===== src/rtl/vcap_pkg.sv =====
package vcap_pkg;

    localparam logic [3:0] MODE_WIDE24 = 4'b0111;

    // registered strobe levels (active-low encoding kept as on the pins)
    typedef struct packed {
        logic hs;
        logic vs;
        logic bl;
    } strobe_t;

    // events extracted from two successive strobe samples
    typedef struct packed {
        logic line_edge;
        logic frame_edge;
        logic blank_end;
        logic blank_lvl;
    } strobe_ev_t;

    localparam strobe_t STROBE_IDLE = '{hs: 1'b1, vs: 1'b1, bl: 1'b0};

    function automatic logic is_wide(input logic [3:0] m);
        return m == MODE_WIDE24;
    endfunction

endpackage


===== src/rtl/vcap_sync_det.sv =====
module vcap_sync_det
    import vcap_pkg::*;
(
    input  logic       clk,
    input  logic       rst,
    input  logic       hsync_n,
    input  logic       vsync_n,
    input  logic       blank_n,
    output strobe_ev_t ev
);
    strobe_t cur_q;
    strobe_t prv_q;

    always_ff @(posedge clk) begin
        if (rst) begin
            cur_q <= STROBE_IDLE;
            prv_q <= STROBE_IDLE;
        end else begin
            cur_q <= '{hs: hsync_n, vs: vsync_n, bl: blank_n};
            prv_q <= cur_q;
        end
    end

    always_comb begin
        ev.line_edge  = prv_q.hs & ~cur_q.hs;
        ev.frame_edge = prv_q.vs & ~cur_q.vs;
        ev.blank_end  = ~prv_q.bl & cur_q.bl;
        ev.blank_lvl  = cur_q.bl;
    end

endmodule


===== src/rtl/vcap_data_cap.sv =====
module vcap_data_cap #(
    parameter int WIDE_W   = 24,
    parameter int NARROW_W = 8
) (
    input  logic              clk,
    input  logic              rst,
    input  logic              wide_mode,
    input  logic [WIDE_W-1:0] pd,
    output logic [WIDE_W-1:0] word
);
    localparam int PAIR_W = 2 * NARROW_W;
    localparam int PAD_W  = WIDE_W - PAIR_W;

    logic [WIDE_W-1:0]   rise_q;
    logic [NARROW_W-1:0] fall_q;
    logic [PAIR_W-1:0]   pair;
    logic [WIDE_W-1:0]   narrow_word;

    always_ff @(posedge clk) begin
        if (rst) rise_q <= '0;
        else     rise_q <= pd;
    end

    always_ff @(negedge clk) begin
        if (rst) fall_q <= '0;
        else     fall_q <= pd[NARROW_W-1:0];
    end

    assign pair = {fall_q, rise_q[NARROW_W-1:0]};

    generate
        if (PAD_W > 0) begin : g_pad
            assign narrow_word = {{PAD_W{1'b0}}, pair};
        end else begin : g_nopad
            assign narrow_word = pair[WIDE_W-1:0];
        end
    endgenerate

    assign word = wide_mode ? rise_q : narrow_word;

endmodule


===== src/rtl/vcap_line_ctl.sv =====
module vcap_line_ctl
    import vcap_pkg::*;
#(
    parameter int OFFS_W = 12
) (
    input  logic              clk,
    input  logic              rst,
    input  logic              blank_en,
    input  logic [OFFS_W-1:0] hs_offset,
    input  strobe_ev_t        ev,
    output logic              active,
    output logic              sol,
    output logic              sof
);
    localparam int CW = OFFS_W + 1;

    logic [CW-1:0] cnt_q;
    logic [CW-1:0] idx;
    logic [CW-1:0] target;
    logic          seen_q;
    logic          sof_pend_q;
    logic          act_off;
    logic          sol_off;

    assign target  = {1'b0, hs_offset};
    assign idx     = ev.line_edge ? '0 : cnt_q;
    assign act_off = (seen_q | ev.line_edge) & (idx >= target);
    assign sol_off = act_off & (idx == target);

    always_comb begin
        if (blank_en) begin
            active = ev.blank_lvl;
            sol    = ev.blank_end;
        end else begin
            active = act_off;
            sol    = sol_off;
        end
        sof = active & (sof_pend_q | ev.frame_edge);
    end

    always_ff @(posedge clk) begin
        if (rst) begin
            cnt_q      <= '0;
            seen_q     <= 1'b0;
            sof_pend_q <= 1'b0;
        end else begin
            if (ev.line_edge) begin
                cnt_q  <= CW'(1);
                seen_q <= 1'b1;
            end else if (cnt_q != '1) begin
                cnt_q <= cnt_q + 1'b1;
            end
            sof_pend_q <= (sof_pend_q | ev.frame_edge) & ~sof;
        end
    end

endmodule


===== src/rtl/vcap_top.sv =====
module vcap_top
    import vcap_pkg::*;
#(
    parameter int WIDE_W   = 24,
    parameter int NARROW_W = 8,
    parameter int OFFS_W   = 12
) (
    input  logic              clk,
    input  logic              rst,
    input  logic              enc_clk,
    output logic              ref_clk_o,
    input  logic [3:0]        mode,
    input  logic              blank_en,
    input  logic [OFFS_W-1:0] hs_offset,
    input  logic [WIDE_W-1:0] pd,
    input  logic              hsync_n,
    input  logic              vsync_n,
    input  logic              blank_n,
    output logic [WIDE_W-1:0] px_data,
    output logic              px_valid,
    output logic              px_sol,
    output logic              px_sof
);
    strobe_ev_t        ev;
    logic [WIDE_W-1:0] word;
    logic              active;
    logic              sol;
    logic              sof;

    // reference clock forwarded to the controller
    assign ref_clk_o = enc_clk;

    vcap_sync_det u_sync (
        .clk     (clk),
        .rst     (rst),
        .hsync_n (hsync_n),
        .vsync_n (vsync_n),
        .blank_n (blank_n),
        .ev      (ev)
    );

    vcap_data_cap #(.WIDE_W(WIDE_W), .NARROW_W(NARROW_W)) u_data (
        .clk       (clk),
        .rst       (rst),
        .wide_mode (is_wide(mode)),
        .pd        (pd),
        .word      (word)
    );

    vcap_line_ctl #(.OFFS_W(OFFS_W)) u_line (
        .clk       (clk),
        .rst       (rst),
        .blank_en  (blank_en),
        .hs_offset (hs_offset),
        .ev        (ev),
        .active    (active),
        .sol       (sol),
        .sof       (sof)
    );

    always_ff @(posedge clk) begin
        if (rst) begin
            px_data  <= '0;
            px_valid <= 1'b0;
            px_sol   <= 1'b0;
            px_sof   <= 1'b0;
        end else begin
            px_data  <= active ? word : '0;
            px_valid <= active;
            px_sol   <= active & sol;
            px_sof   <= sof;
        end
    end

endmodule


===== config.mk =====
export PLATFORM = sky130hd
export DESIGN_NAME = vcap_top
export DESIGN_NICKNAME = d
export VERILOG_FILES = /design/src/rtl/vcap_pkg.sv /design/src/rtl/vcap_sync_det.sv /design/src/rtl/vcap_data_cap.sv /design/src/rtl/vcap_line_ctl.sv /design/src/rtl/vcap_top.sv
export SDC_FILE = /design/constraint.sdc
export NUM_CORES = 1
export LEC_CHECK = 0
export BUFFER_PORTS_ARGS = -buffer_cell sky130_fd_sc_hd__buf_2
export CAP_MARGIN = 15
export CORE_ASPECT_RATIO = 1.4
export CORE_MARGIN = 1
export CORE_UTILIZATION = 52
export DETAILED_ROUTE_END_ITERATION = 12
export HOLD_SLACK_MARGIN = 0.05
export PLACE_DENSITY = 0.79
export SLEW_MARGIN = 25
export SYNTH_ARGS = -nofsm -noshare
export SYNTH_HDL_FRONTEND = slang
export SYNTH_SLANG_ARGS = --single-unit
export TNS_END_PERCENT = 5

===== constraint.sdc =====
create_clock -name clk -period 2.7 [get_ports clk]
set_clock_uncertainty 0.05 [all_clocks]
set_input_delay 0.27 -clock clk [delete_from_list [all_inputs] [get_ports clk]]
set_output_delay 0.27 -clock clk [all_outputs]
set_load 0.05 [all_outputs]

==> flow_metrics.tcl <==
set metrics [dict create \
    run_status "finished, final reports clean" \
    cts_tree "yes" \
    grt_usage_pct 20.5 \
    die-area_um2 6020 \
    numClockSinks 80 \
    ys_types 44 \
    finalPower_mw 2.26 \
    place.gp.congestion 0.773 \
    initial_core_util_pct 54.1 \
    clkTransAtPathRegs_ns 0.08 \
    tns_ns 0 \
    synth_fa_ha_area_share_pct 5.48 \
    clkLatencyLatePin_ns 0.39 \
    finalCritPeriodShare_pct 87.2 \
    maxSlewHeadroom_pct 60.3 \
    yosys_warnings 0 \
    startpoint_type "flip-flop" \
    synth_xor_area_share_pct 2.36 \
    r2r-start "u_sync.cur_q[2]$_SDFF_PP1_" \
    fmax_mhz 425 \
    hp-class "input pin to flip-flop" \
    setup.worst_path.end_class "flip-flop" \
    drtAntennaViolNets 0 \
    die_x_um 65.8 \
    portBuffers 72 \
    crit_type "flip-flop to flip-flop" \
    synth_compound_area_share_pct 10.1 \
    layout_common_cells "dfxtp_1 (80), buf_2 (72), nor2b_1 (27), nand2_1 (25), inv_1 (23)" \
    grt_max_degree 24 \
    nets 440 \
    grt_pass1_vias 2101 \
    whs_path_depth 2 \
    dpl-instance-area_um2 3380 \
    root_buffer "clkbuf_8" \
    drt_wl_total_mm 5.63 \
    dp_cells 428 \
    min_to "u_data.rise_q[15]$_SDFF_PP0_" \
    dr.pass1.iters 4 \
    die_h_um 91.4 \
    drv_cap 0 \
    drive_above_1_share_pct 27.0 \
    multi_input_area_um2 1250 \
    ctsResizeCount 0 \
    synth-seq-area-share_pct 54.0 \
    gr-total-overflow 0 \
    hold_viol 0 \
    final_common_cell "dfxtp_1" \
    setup_viol 0 \
    p_leak_nw 1.72 \
    num-fill-cells 467 \
    worstRegToRegCells 9 \
    dp.final_hpwl_mm 4.16 \
    synth_edf_count 0 \
    ys.flop_type "dfxtp_1" \
    instances_no_fill 453 \
    worst-endpoint-arrival_ns 2.56 \
    via_per_inst 4.91 \
    ys_ff_latch 80 \
    syn_nets 357 \
    antenna_found_initial 1 \
    register_area_um2 1600 \
    reg2reg_to "px_data[13]$_SDFF_PP0_" \
    rows 32 \
    syn_area_um2 2970 \
    report.final.slew_viol_count 0 \
    ir_drop_uv 278 \
    synth_top_family_by_area "simple AND/OR/NAND/NOR gates" \
    syn_area_per_cell_um2 9.99 \
    drt-initial-drc-count 113 \
    routedWlPerCell_um 12.4 \
    rrSetupSlack_ns 0.35 \
    p_per_area_nw_per_um2 624 \
    cts_buffers 9 \
    muxShareOfSynthArea_pct 0 \
    io_pins 75 \
    design_area_um2 3620 \
    num_vias 2222 \
    syn_to_final_growth_pct 22.1 \
    finalCriticalPeriod_ns 2.35 \
    min-delay-start "pd[15]" \
    yosys.area_share.simple_pct 24.3 \
    netlist_instances 297 \
    drcViolationCount 0 \
    cts_setup_buffers 0 \
    rsz0062_at_grt "false" \
    htreeDepth 3 \
    insertedDiodeCount 0 \
    critPathRequiredTime_ns 2.91 \
    tightest_slew_ns 0.586 \
    grt_pass1_wl_mm 9.05 \
    clock_path_buffers 2 \
    path_max_fanout 23 \
    core-area_um2 5490 \
    async_flop_share_pct 0 \
]
cell usage after synthesis, drive strengths merged, types with 4 or more instances:
master / n / share of area, %
a21boi: 9 / 2.3
a21oi: 12 / 2.2
and2: 18 / 3.8
and3: 10 / 2.1
buf: 4 / 0.76
clkbuf: 8 / 1.0
dfxtp: 80 / 54
ha: 13 / 5.5
inv: 16 / 2.0
nand2: 26 / 3.4
nand3: 7 / 1.2
nor2: 20 / 2.5
nor2b: 27 / 5.7
o21ai: 4 / 0.67
or2: 5 / 1.1
xnor2: 7 / 2.1
kinds of logic (layout without fill, tap and decap cells):
kind of cell	Yosys count	after routing
AND/OR/NAND/NOR	127	127
flip-flops	80	80
AO/OA/AOI/OAI	41	41
buffers and inverters	28	116
adder cells (fa/ha/maj)	13	13
XOR/XNOR	8	8
layer usage:
metal	part of all wire (%)	track usage, %	vias up
li1	-	-	1144
met1	40	21.1	1014
met2	52	35.6	55
met3	5.5	7.79	9
met4	1.8	8.70	0
met5	0	0	-
final cells by class:
type / count / share of cell area [%]
clock buffer: 11 / 3.63
clock inverter: 13 / 2.56
inverter: 15 / 1.55
multi-input combinational: 189 / 34.6
sequential: 80 / 44.2
tap: 68 / 2.35
timing repair buffer: 77 / 11.1
critical path: stages, from the launching register on:
cell,delay (ns)
dfxtp_1,0.32
nand2b_4,0.20
and2_1,0.19
ha_1,0.31
nand4_1,0.16
a211oi_2,0.20
o21ai_0,0.17
a41oi_2,0.19
buf_4,0.24
a21boi_0,0.23
state kept, by name, indices dropped and copies added (netlist names):
register           flops
px_sol                 1
u_sync.cur_q           2
u_line.cnt_q          13
u_line.sof_pend_q      1
u_line.seen_q          1
u_data.rise_q         24
u_sync.prv_q           3
px_valid               1
u_sync.ev              1
px_sof                 1
px_data               24
u_data.fall_q          8
worst max-delay path by stage:
stage | end | start | depth (start not counted)
finish | px_data[13]$_SDFF_PP0_ | u_sync.cur_q[2]$_SDFF_PP1_ | 9
CTS | px_data[11]$_SDFF_PP0_ | u_sync.cur_q[2]$_SDFF_PP1_ | 9
detailed placement | px_data[11]$_SDFF_PP0_ | u_sync.cur_q[2]$_SDFF_PP1_ | 9
global placement | px_data[20]$_SDFF_PP0_ | u_sync.cur_q[2]$_SDFF_PP1_ | 9
global route | px_data[11]$_SDFF_PP0_ | u_sync.prv_q[2]$_SDFF_PP1_ | 9
floorplan | u_data.fall_q[5]$_SDFF_NP0_ | rst | 3
repair_timing:
action                                  CTS  global route
hold buffers                              2             0
endpoints found under the setup margin    0             0
endpoints found under the hold margin     2             0
metrics by stage:
stage,util (%),hold WS [ns],setup slack (ns)
floorplan,-,0.324,0.307
global placement,61.7,0.360,0.461
detailed placement,61.7,0.360,0.397
CTS,66.0,0.0621,0.358
global route,66.0,0.0742,0.220
finish,66.0,0.0792,0.345
power by group:
group	total [mW]	leakage (nW)	switching (mW)	internal, mW
sequential	1.23	0.656	0.0154	1.22
clock	0.898	0.133	0.450	0.448
combinational	0.130	0.931	0.0668	0.0630
total	2.26	1.72	0.532	1.73
No activity file was read; power rests on OpenSTA's default activity.
